File: src/rtl/uart_host_tx.sv
module uart_host_tx #(
  parameter int CODE_W = 4,
  parameter int OVS    = 16,
  parameter int DATA_W = 8
) (
  input  logic              clk,
  input  logic              rst_n,
  input  logic              shdn,
  input  logic [CODE_W-1:0] div_code,
  input  logic              len8,
  input  logic              par_on,
  input  logic              wr_en,
  input  logic [DATA_W-1:0] wr_data,
  input  logic              wr_par,
  output logic              tx,
  output logic              tbe
);
  localparam int PRE_W = (1 << CODE_W) - 1;
  localparam int SUB_W = $clog2(OVS);
  localparam int FR_W  = DATA_W + 3;
  localparam int CNT_W = $clog2(FR_W + 1);
  localparam logic [PRE_W:0]   ONE  = {{PRE_W{1'b0}}, 1'b1};
  localparam logic [SUB_W-1:0] LAST = SUB_W'(OVS - 1);
  localparam logic [CNT_W-1:0] C1   = CNT_W'(1);

  logic [PRE_W-1:0]  pre;
  logic [PRE_W:0]    lim;
  logic              tick;
  logic [SUB_W-1:0]  sub;
  logic [CNT_W-1:0]  left;
  logic [FR_W-1:0]   shreg, fr;
  logic [CNT_W-1:0]  nbits;
  logic              active, buf_full, buf_par, load, last_tick;
  logic [DATA_W-1:0] buf_data;

  assign lim       = (ONE << div_code) - ONE;
  assign tick      = ({1'b0, pre} >= lim);
  assign last_tick = tick && active && sub == LAST && left == C1;
  assign load      = tick && buf_full && (!active || (sub == LAST && left == C1));

  always_comb begin
    int len;
    len = len8 ? DATA_W : DATA_W - 1;
    fr = '1;
    fr[0] = 1'b0;
    for (int i = 0; i < DATA_W; i++)
      if (i < len) fr[i+1] = buf_data[i];
    if (par_on) fr[len+1] = buf_par;
    nbits = CNT_W'(len + 2 + (par_on ? 1 : 0));
  end

  always_ff @(posedge clk or negedge rst_n) begin
    if (!rst_n) begin
      pre <= '0; sub <= '0; left <= '0; shreg <= '1; active <= 1'b0;
      buf_full <= 1'b0; buf_data <= '0; buf_par <= 1'b0;
    end else if (shdn) begin
      pre <= '0; sub <= '0; left <= '0; shreg <= '1; active <= 1'b0;
      buf_full <= 1'b0;
    end else begin
      pre <= tick ? '0 : pre + 1'b1;
      if (load) begin
        shreg  <= fr;
        left   <= nbits;
        sub    <= '0;
        active <= 1'b1;
      end else if (tick && active) begin
        if (sub != LAST) sub <= sub + 1'b1;
        else if (left > C1) begin
          shreg <= {1'b1, shreg[FR_W-1:1]};
          left  <= left - C1;
          sub   <= '0;
        end else active <= 1'b0;
      end
      if (load) buf_full <= 1'b0;
      if (wr_en && !buf_full) begin
        buf_full <= 1'b1;
        buf_data <= wr_data;
        buf_par  <= wr_par;
      end
    end
  end

  assign tx  = shdn | ~active | shreg[0];
  assign tbe = ~buf_full;

  assert_bit_hold_R1: assert property (@(posedge clk) disable iff (!rst_n)
    active && !tick && !shdn |=> $stable(tx));
  assert_start_low_R2: assert property (@(posedge clk) disable iff (!rst_n)
    $rose(active) |-> !tx);
  assert_tbe_fall_R5: assert property (@(posedge clk) disable iff (!rst_n)
    tbe && wr_en && !shdn |=> !tbe);
  assert_full_hold_R6: assert property (@(posedge clk) disable iff (!rst_n)
    buf_full && !load && !shdn |=> $stable(buf_data) && $stable(buf_par));
  assert_chain_R7: assert property (@(posedge clk) disable iff (!rst_n)
    last_tick && buf_full && !shdn |=> active && !tx);
  assert_shdn_clear_R8: assert property (@(posedge clk) disable iff (!rst_n)
    shdn |=> !active && tbe);
endmodule

File: config.mk
export PLATFORM = sky130hd
export DESIGN_NAME = uart_host_tx
export DESIGN_NICKNAME = d
export VERILOG_FILES = /design/src/rtl/uart_host_tx.sv
export SDC_FILE = /design/constraint.sdc
export NUM_CORES = 1
export LEC_CHECK = 0
export ABC_AREA = 1
export BUFFER_PORTS_ARGS = -buffer_cell sky130_fd_sc_hd__buf_2
export CAP_MARGIN = 20
export CORE_ASPECT_RATIO = 0.8
export CORE_MARGIN = 2
export CORE_UTILIZATION = 30
export DETAILED_ROUTE_END_ITERATION = 7
export PLACE_DENSITY_LB_ADDON = 0.2
export SYNTH_ARGS = -nofsm -noshare
export SYNTH_HDL_FRONTEND = slang
export SYNTH_SLANG_ARGS = --single-unit
File: constraint.sdc
create_clock -name clk -period 4.1 [get_ports clk]
set_input_delay 0.205 -clock clk [delete_from_list [all_inputs] [get_ports clk]]
set_output_delay 0.205 -clock clk [all_outputs]
set_load 0.1 [all_outputs]
* Word level (Yosys, flattened, before mapping)
Cells that the tools add are included.
Storage, ports and cells: bits in registers 45, word-level logic and storage cells 94, bits of input ports 19, output and inout port bits 2
Cells by class: add/sub/neg operators 7, reductions and logical operators 17, equal/unequal tests 5, multiplexer cells 39, order comparisons 12, shifts and indexed selects 1, bitwise logic cells 5
Operators with widths (number):
- 11-bit two-way mux | 6
- 4-bit two-way mux | 11
- 15-bit two-way mux | 2
- 1-bit two-way mux | 18
- 15-bit by 16-bit >= comparator with 1-bit output | 1
- 3-bit by 4-bit less-than comparator with 1-bit output, first input constant | 4
- 1-bit by 4-bit << shifter with 16-bit output, first input constant | 1
- 16-bit by 1-bit subtractor with 16-bit output, second input constant | 1
- 15-bit by 1-bit adder with 15-bit output, second input constant | 1
- 11-bit bitwise mux | 1
- 3-bit nonzero test | 3
- 1-bit by 4-bit less-than comparator with 1-bit output, first input constant | 2
- 2-bit by 4-bit less-than comparator with 1-bit output, first input constant | 2
- 1-bit logical AND | 6
- 3-bit != test, second input constant | 2
- 3-bit AND reduction | 2
- 4-bit by 1-bit adder with 5-bit output, second input constant | 1
- 5-bit by 1-bit >= comparator with 1-bit output, second input constant | 1
- 5-bit less-than comparator, second input constant | 1
- 4-bit by 1-bit adder with 4-bit output | 1
- 4-bit by 1-bit adder with 4-bit output, second input constant | 1
- 4-bit by 2-bit adder with 4-bit output, second input constant | 1
- 1-bit demux with 4-bit select | 1
- 4-bit by 1-bit == test with 1-bit output, second input constant | 1
- other kinds (10) | 15

* Logic depth before layout (Yosys ltp)
Gate-level depths: netlist of the first run.
depth in word-level cells 10, gate-level depth with buffers 23, depth with buffers taken out 22

* Worst setup path after synthesis of the first run
No wires, ideal clock.
kind in2reg, start point input div_code[2], end point register left[2], setup time 117 ps, path buffers 2, stages on the path 22, slack 1532 ps, arrival time 2451 ps, data required time 3983 ps, cell sequence clkbuf_1 nor2_1 nand2_1 ha_1 nand4_1 xnor2_1 ha_1 nand2_1 inv_2 nand2_1 nand2_1 nor2_1 nand2_1 nand2_1 nand2_2 nand2_4 nand2_4 inv_4 o21ai_4 buf_12 nand2_2 nand2_1
On the way: cells in the longest elaborated chain, start to end 7, elaborated cells between the ends (all ways) 12, those cells by class add/sub (1); order compare (1); eq/ne (1); shift (1); mux (2); reduce/logical (6)
RTL lines:
- from (decl) | RTL line 9 | input logic [CODE_W-1:0] div_code,
- 1-bit by 4-bit << shifter with 16-bit output * | RTL line 36 | assign lim = (ONE << div_code) - ONE;
- 16-bit by 1-bit subtractor with 16-bit output * | RTL line 36
- 15-bit by 16-bit >= comparator with 1-bit output * | RTL line 37 | assign tick = ({1'b0, pre} >= lim);
- 1-bit logical AND (2 in a row) | RTL line 39 | assign load = tick && buf_full && (!active || (sub == LAST && left == C1));
- 3-bit != test (no source line) (tied with other cells)
- 3-bit AND reduction (no source line) / 4-bit two-way mux (equally long branches)
- to (signal assigned) | RTL line 63 | left <= nbits;
- to (signal assigned) | RTL line 70 | left <= left - C1;
- to (decl) | RTL line 30 | logic [CNT_W-1:0] left;
Mark *: on every way between the ends. The rest lies on a longest branch, timed or not. A chain may end at the register's enable or synchronous reset.

* Final worst setup path of the first run
start point input div_code[2], end point register shreg[2]
On the way: cells in the longest elaborated chain, start to end 7, elaborated cells between the ends (all ways) 12, those cells by class add/sub (1); order compare (1); eq/ne (1); shift (1); mux (2); reduce/logical (6)
RTL lines:
- 1-bit by 4-bit << shifter with 16-bit output * | RTL line 36
- 16-bit by 1-bit subtractor with 16-bit output * | RTL line 36
- 15-bit by 16-bit >= comparator with 1-bit output * | RTL line 37
- 1-bit logical AND (2 in a row) | RTL line 39
- 3-bit != test (no source line) (tied with other cells)
- 3-bit AND reduction (no source line) / 11-bit two-way mux (equally long branches)
- to (signal assigned) | RTL line 62 | shreg <= fr;
- to (signal assigned) | RTL line 69 | shreg <= {1'b1, shreg[FR_W-1:1]};
- to (decl) | RTL line 31 | logic [FR_W-1:0] shreg, fr;
Marked as above.

==> results of run 1 <==
[stage by stage]
step	utilization	instance area [um^2]	total power, W	hold slack (ns)	worst slack (ns)
final	0.3458	3309	0.001222	0.1452	1.184
after global routing	0.3458	3309	0.001300	0.1453	0.7624
after CTS	0.3427	3279	0.001239	0.1377	1.190
after detailed placement	0.3256	3115	0.0007743	0.4404	0.8874
after global placement	0.3256	3115	0.0007736	0.4377	0.9654
after floorplan	-	2929	0.0007152	-0.09059	1.532
[cells in the mapped netlist, drive strengths merged (2+ instances only)]
master  instances
xor2           11
nand3b          3
dfrtp          34
o21ai           8
inv            37
nor3            7
mux2            9
ha             22
xnor2           6
nor2           33
nand4           8
o21a            2
o211ai          5
a21oi           9
dfstp          10
nand2         107
nand3          35
buf             7
clkbuf          3
[power groups by stage]
stage / Sequential (W) / Clock [W] / Combinational [W]
finish: 0.000531 / 0.000454 / 0.000236
global route: 0.000539 / 0.000487 / 0.000274
CTS: 0.000532 / 0.000469 / 0.000238
detailed placement: 0.000540 / 0 / 0.000235
global placement: 0.000540 / 0 / 0.000233
floorplan: 0.000527 / 0 / 0.000188
[critical path, stage by stage]
cell	delay, ns
sky130_fd_sc_hd__buf_2	0.16
sky130_fd_sc_hd__nor2_1	0.11
sky130_fd_sc_hd__inv_1	0.07
sky130_fd_sc_hd__nor2_1	0.13
sky130_fd_sc_hd__nand2_1	0.07
sky130_fd_sc_hd__ha_1	0.25
sky130_fd_sc_hd__o211ai_1	0.10
sky130_fd_sc_hd__o21ai_0	0.11
sky130_fd_sc_hd__ha_1	0.32
sky130_fd_sc_hd__nand3_1	0.10
sky130_fd_sc_hd__nand3b_1	0.12
sky130_fd_sc_hd__a21oi_1	0.22
sky130_fd_sc_hd__nand2_2	0.26
sky130_fd_sc_hd__nand2_4	0.28
sky130_fd_sc_hd__nand3_2	0.14
sky130_fd_sc_hd__nand2_2	0.32
sky130_fd_sc_hd__nand2_1	0.09
sky130_fd_sc_hd__nand2_1	0.07
[state kept, by name (all words and copies together), names as in the netlist]
register,count
buf_data,8
sub,4
buf_par,1
pre,15
buf_full,1
left,4
active,1
shreg,10
[layout make-up]
class,count,area share
clock buffers,6,0.03894
clock inverters,2,0.01059
inverters,37,0.04272
multi-input cells,269,0.4870
flip-flops and latches,44,0.3365
well taps,119,0.04499
repair buffers,22,0.03932
[worst max path at each step]
stage           startpoint                   end  slack [ns]  cells after the start
3_5_place_dp   div_code[2]   left[3]$_DFFE_PN0P_        0.89                     19
5_1_grt        div_code[2]  shreg[2]$_DFFE_PN1P_        0.76                     18
3_3_place_gp   div_code[2]   left[3]$_DFFE_PN0P_        0.97                     23
6_report       div_code[2]  shreg[2]$_DFFE_PN1P_        1.18                     18
4_1_cts        div_code[2]   left[3]$_DFFE_PN0P_        1.19                     19
2_1_floorplan  div_code[2]   left[2]$_DFFE_PN0P_        1.53                     22
[metal layers]
| layer | global-route usage | up-vias |
|---|---|---|
| met5 | 0 | - |
| met4 | 0.03963 | 0 |
| met3 | 0.02029 | 7 |
| met2 | 0.1824 | 31 |
| met1 | 0.1838 | 1051 |
| li1 | - | 1208 |
[logic make-up after synthesis]
logic type,synth area share
XOR/XNOR,0.05083
adder cells (fa/ha/maj),0.09398
flip-flops,0.3802
buffers and inverters,0.06963
AO/OA/AOI/OAI,0.06151
multiplexers,0.03460
AND/OR/NAND/NOR,0.3093
==> reports/summary.md, run 1 <==
After detailed routing, the met3 layer carries 186 um of wire. The count of endpoints failing hold in the final timing report is 0. In the final routed layout, each cell accounts on average for 12.03 um.

The share of the synthesized area in the top cell type is 0.2905. The tools report the beginning of the worst hold path as wr_data[7]. Counting cells, the worst reg-to-reg path comes to 15.

The logs give 0.372 for the fraction of power consumed by the clock network and 0.3802 for the register area share after synthesis. The die is 92.38 um tall. In this run the power spent charging and discharging nets is 0.0003444 W. The max-capacitance violation count was 0; the cts-stage hold buffer count was 0. Among all flip-flop cells after synthesis, the most frequent one is sky130_fd_sc_hd__dfrtp_1.

Effective utilization at floorplan: 0.3061. The number of port buffers came out at 20. The clock period minus worst slack is 2.916 ns, and the via-per-instance ratio is 4.603. The tools report the synthesized netlist net count as 401. Path class of the lowest-slack min-delay path: primary input to register.

For the largest vdd supply drop, the log shows 0.1419 mV. The max-slew violation total from the final report is 0. Row generation in the floorplan step produced 32 rows. The cell depth of the worst hold path is 2. The run gives 2 as the number of levels the H-tree was split into.

Flip-flop and latch count after synthesis: 44. The average cell area after synthesis works out to 8.136 um^2. No sink is reached through more buffers than the 2 on the longest clock path. Global router's overall resource usage: 0.1239. The share of total power in combinational logic is 0.194.

The number of antenna violations at the first check in global routing was 0. For the number of library cell types mapped by synthesis, the log shows 35. Yosys attributes the largest share of cell area to sky130_fd_sc_hd__dfrtp_1, sky130_fd_sc_hd__nand2_1, sky130_fd_sc_hd__ha_1.

The largest driver fanout on the critical path was 18; the die outline area was 10580 um^2. The final number of setup-violating endpoints is 0. The total global routing overflow came out at 0.

The library cell used most frequently in the layout, excluding fill and tap cells, is sky130_fd_sc_hd__nand2_1. Largest net degree at the start of global routing: 45. For the final database, setup skew stands at 0.005739 ns. The run finished with clean final reports. The tools report the via count of the first global-routing pass as 2189. The post-synthesis async set-or-reset flop share was 1.000.

The number of flops mapped to enable cells by yosys is 0. The number of nets with antenna violations after detailed routing was 0. The worst endpoint required time was 4.33 ns; the slew of the pin with the lowest slew margin was 0.7934 ns. The tools report the first-pass GRT wire length as 10.49 mm. The tools report the power share of the sequential group as 0.435.

The number of fillers in the final layout came out at 970. The congestion estimate from routability-driven global placement came to 0.7491. Dividing total power by cell area gives a power density of 369.1 nW/um^2.

The tools report the I/O pin count as 21. The path with the worst hold slack has its endpoint at buf_data[7]$_DFFE_PN0P_. In this run the critical register-to-register path is launched from pre[7]$_DFF_PN0_.

The core region is 9569 um^2. For this block, wires on met1 add up to 3.273 mm. The width of the chip is 114.5 um. The fraction of final layout cells with drive strength greater than 1 is 0.1842. Root buffer cell: sky130_fd_sc_hd__clkbuf_16. For the count of placed standard cells in the final layout, fillers left out, the log shows 499. The cell area that synthesis handed to floorplanning was 2929 um^2.

For flop-to-flop paths, the worst setup slack is 1.68 ns. In the layout the commonest cells are sky130_fd_sc_hd__nand2_1, sky130_fd_sc_hd__inv_1, sky130_fd_sc_hd__dfrtp_1. For this design, the sink count on the clock tree is 44.

The worst register-to-register path ends at left[3]$_DFFE_PN0P_. The tools report the placed cell count as 489. For this run, the post-layout net count is 420. Top routing layer in use: met4. The repair_antennas step left the layout with diodes totalling 0.

After technology mapping, the gate count stands at 360. For the worst setup path, the data arrival time is 3.14 ns. The clock-pin transition on the worst setup and hold timing paths is 0.06 ns, and the cell leakage power is 1.679 nW.

For the area taken by flip-flops and latches, the log shows 1114 um^2. Setup repair after global routing left no endpoint under its margin. The first detailed-routing pass ran for 4 iterations. The post-route clock period utilization was 0.7113; the relative slew slack was 0.4705. The kind of start point of the critical path was a primary input. The number of violations reported at the end of detailed-routing iteration 0 was 88. Footprint of the multi-input gates: 1612 um^2.

For this run, the top clock speed supported by timing is 342.9 MHz. The internal power came out at 0.0008772 W. Post-CTS repair changed the size of 0 cells.

The area growth from synthesis to layout is 12.99%. sky130_fd_sc_hd__dfrtp_1 takes more of the synthesized area than any other cell. The clock reaches the later pin of the worst-skew pair after 0.29 ns. TritonCTS built the clock tree.

For the total met2 wirelength after detailed routing, the log shows 2.476 mm. The TritonCTS buffer count was 5; the via total after detailed routing was 2297. The total negative slack came out at 0 ns.

The worst setup path is captured at a register. For this run, the number of Yosys warnings is 0. The total length of routed wires was 6.002 mm. The post-detailed-placement half-perimeter wirelength is 4.301 mm. The number of remaining DRC errors is 0.

After clock tree synthesis, the setup repair step added 0 buffers. Category of the critical setup timing path: primary input to register. The switching portion of total power came out at 0.2819.
Power figures use the tool's default switching activity.
==> inputs of run 2 (changes only) <==
clock period = 2.9 ns   (was 4.1 ns; I/O delays follow)
==> run 2 against run 1 <==
Compared with the run above: total power rose by 44%; clock power rose by 47%; critical endpoint is now shreg[8]$_DFFE_PN1P_; non-clock buffer count up 6; worst hold slack got worse by 0.059 ns; die area did not move; register-to-register slack lost 0.85 ns; sequential share of layout area shrank 0.71 points; core utilization up 0.75 points; cell area grew 2.2%; highest routed layer unchanged; global-route usage is essentially flat; first-iteration DRC count shrank 9.1%.
==> reports/summary.md, run 2 (synthesis gave the netlist of run 1 again) <==
The path class of the lowest-slack min-delay path is primary input to register (unchanged). For the worst path setup slack after routing, the log shows 0.4459 ns (was 1.184 ns). Antenna diode count: 0 (unchanged). The largest net degree at the start of global routing is 45 (unchanged).

The number of flip-flops in the largest register is 15 (unchanged). Setup repair after global routing left no endpoint under its margin. The register name with the most flops was pre (unchanged).

The routability congestion estimate from global placement came out at 0.7567 (was 0.7491). Biggest registers after layout: pre (15), shreg (10), buf_data (8) (unchanged). Clock-pin transition on the worst setup and hold timing paths: 0.07 ns (was 0.06 ns). Cell occurring most often along the worst timing path: sky130_fd_sc_hd__nand2_1 (unchanged). The buffering stage count on the worst path with inverters included came out at 4 (was 2). The minimum setup slack after placement was 0.1300 ns (was 0.8874 ns); the count of endpoints failing hold in the final timing report was 0 (unchanged).

The root buffer cell was sky130_fd_sc_hd__clkbuf_16 (unchanged). The total length of routed wires is 6.011 mm (was 6.002 mm). The run gives 9569 um^2 (unchanged) as the area of the placeable core. The run gives 0.001757 W (was 0.001222 W) as the total chip power. The run gives 426 (was 420) as the post-layout net count.

The post-route clock period utilization works out to 0.8462. The logs give 0.428 (was 0.435) for the power share of the sequential group and 2 (unchanged) for the number of levels the H-tree was split into. The data arrival time of the critical path is 2.69 ns (was 3.14 ns), and the number of detailed-routing iterations run before antenna repair is 4 (unchanged).

The largest vdd supply drop was 0.2716 mV (was 0.1419 mV). The flow ran to the end, and the final reports show no timing, DRC or antenna violations. The via-per-instance ratio is 4.554 (was 4.603).

The area growth from synthesis to layout is 15.42% (was 12.99%). The switching power total was 0.0004851 W (was 0.0003444 W); the maximum clock skew at final layout was 0.005829 ns (was 0.005739 ns). The switching portion of total power works out to 0.2762 (was 0.2819). The run gives 32 (unchanged) as the number of standard-cell rows in the floorplan. Total power per unit cell area: 519.6 nW/um^2 (was 369.1 nW/um^2).

The category of the critical setup timing path is primary input to register (unchanged). The fmax was 407.5 MHz. Top cell family by delay on the critical path: simple AND/OR/NAND/NOR gates (unchanged). The area after detailed placement was 3173 um^2 (was 3115 um^2); the via count of the first global-routing pass was 2130 (was 2189). The via total after detailed routing was 2300 (was 2297).

The I/O pin count is 21 (unchanged), and the number of fillers in the final layout is 1010 (was 970). The fraction of final layout cells with drive strength greater than 1 was 0.1995 (was 0.1842); the number of nets with antenna violations after detailed routing was 0 (unchanged). The die outline area was 10580 um^2 (unchanged); the first-pass GRT wire length was 10.37 mm (was 10.49 mm). The tools report the kind of start point of the critical path as a primary input (unchanged). The number of remaining DRC errors was 0 (unchanged); the TritonCTS buffer count was 5 (unchanged).

The clock period minus worst slack is 2.454 ns. The number of antenna violations at the first check in global routing is 0 (unchanged). The run gives 4.391 mm (was 4.301 mm) as the post-detailed-placement half-perimeter wirelength.

Most frequent cells in the layout: sky130_fd_sc_hd__nand2_1, sky130_fd_sc_hd__inv_1, sky130_fd_sc_hd__dfrtp_1 (unchanged). The logs give 0.380 (was 0.372) for the fraction of power consumed by the clock network and 0.28 ns (was 0.29 ns) for the clock network latency to the later pin of the worst-skew pair. The delay contributed by the slowest stage of the critical path works out to 0.28 ns (was 0.32 ns).

The most common library cell in the layout ignoring fill and taps was sky130_fd_sc_hd__nand2_1 (unchanged). The final number of setup-violating endpoints came out at 0 (unchanged). The logs give 0.6402 (was 0.4705) for the relative slew slack and 2 (unchanged) for the clock tree buffer depth. The width of the chip was 114.5 um (unchanged). The cell leakage power is 1.719 nW (was 1.679 nW). Effective utilization at floorplan: 0.3061 (unchanged). Number of sinks driven by the clock tree: 44 (unchanged). The number of violations reported at the end of detailed-routing iteration 0 is 80 (was 88), and the max-capacitance violation count is 0 (unchanged). The max-slew violation total from the final report was 0 (unchanged); the mean routed wirelength per cell was 11.90 um (was 12.03 um). The slew of the pin with the lowest slew margin was 0.5382 ns (was 0.7934 ns); the worst endpoint required time was 3.13 ns (was 4.33 ns). Number of port buffers: 20 (unchanged). Crit-path cells: buf_2 -> inv_1 -> nand2_1 -> inv_1 -> nand2_1 -> ha_1 -> nand4_1 -> xnor2_1 -> ha_1 -> nand2_1 -> inv_2 -> nand2_1 -> nand2_1 -> nor2_1 -> nand2_1 -> nand2_1 -> nand2_2 -> nand2_4 -> nand3_2 -> nand2_2 -> nand2_1 -> nand2_1 (was buf_2 -> nor2_1 -> inv_1 -> nor2_1 -> nand2_1 -> ha_1 -> o211ai_1 -> o21ai_0 -> ha_1 -> nand3_1 -> nand3b_1 -> a21oi_1 -> nand2_2 -> nand2_4 -> nand3_2 -> nand2_2 -> nand2_1 -> nand2_1). The share of total power in combinational logic is 0.192 (was 0.194).

The kind of end point of the critical path is a register (unchanged). The die extent in y came out at 92.38 um (unchanged). The internal power is 0.001271 W (was 0.0008772 W), and the largest driver fanout on the critical path is 14 (was 18).

TritonCTS built the clock tree. The worst-path cell with the longest stage delay was sky130_fd_sc_hd__nand2_2 (was sky130_fd_sc_hd__ha_1). The setup fix buffers added after clock tree synthesis is 0 (unchanged).

The final standard cell area without fillers was 3381 um^2 (was 3309 um^2); the total negative slack was 0 ns (unchanged). The total global routing overflow came out at 0 (unchanged). The global router's overall resource usage was 0.1234 (was 0.1239).
==> run 2: layout make-up <==
cell class                 instances  area (um^2)  area share
tap                              119        148.9     0.04404
sequential                        44         1114      0.3294
clock buffer                       6        138.9     0.04108
multi-input combinational        269         1612      0.4767
inverter                          37        141.4     0.04182
timing repair buffer              28        187.7     0.05551
clock inverter                     2        38.79     0.01147
==> run 2: final timing paths <==
check,start,end,slack (ns),cells after the start
max in group asynchronous,rst_n,shreg[8]$_DFFE_PN1P_,2.09,3
min in group asynchronous,rst_n,sub[0]$_DFFE_PN0P_,0.28,2
setup reg to reg,pre[7]$_DFF_PN0_,left[3]$_DFFE_PN0P_,0.83,14
setup / recovery,div_code[1],shreg[8]$_DFFE_PN1P_,0.45,22
hold reg to reg,shreg[3]$_DFFE_PN1P_,shreg[3]$_DFFE_PN1P_,0.46,2
hold / removal,wr_data[6],buf_data[6]$_DFFE_PN0P_,0.09,2
==> run 2: worst register-to-register path, delay by kind of cell (launching register included) <==
family                   cells  cell delay, ns
adder cells (fa/ha/maj)      1            0.32
buffers and inverters        1            0.05
flip-flops                   1            0.45
AND/OR/NAND/NOR             12            1.15
==> run 2: what timing repair did <==
item	4_1_cts	5_1_grt
resized for setup	0	0
endpoints found under the hold margin	0	10
hold buffers	0	1
endpoints found under the setup margin	0	0
==> run 2: layer usage <==
| layer | vias up | routed length [um] | global-route usage |
|---|---|---|---|
| li1 | 1216 | - | - |
| met5 | - | 0 | 0 |
| met4 | 0 | 70 | 0.03659 |
| met1 | 1054 | 3344 | 0.1851 |
| met3 | 6 | 126 | 0.02618 |
| met2 | 24 | 2470 | 0.1760 |
==> run 2: power by group through the flow <==
| stage | clock network (W) | registers (W) | logic [W] |
|---|---|---|---|
| detailed placement | 0 | 0.000763 | 0.000338 |
| global route | 0.000717 | 0.000763 | 0.000390 |
| CTS | 0.000689 | 0.000752 | 0.000339 |
| floorplan | 0 | 0.000745 | 0.000266 |
| finish | 0.000668 | 0.000752 | 0.000337 |
| global placement | 0 | 0.000760 | 0.000337 |
==> run 2: stage by stage <==
step | instances | utilization | hold slack, ns
after floorplan | 360 | - | -0.1506
after global placement | 495 | 0.3316 | 0.3779
after detailed placement | 495 | 0.3316 | 0.3804
after CTS | 503 | 0.3502 | 0.07503
after global routing | 505 | 0.3533 | 0.08845
final | 505 | 0.3533 | 0.08601
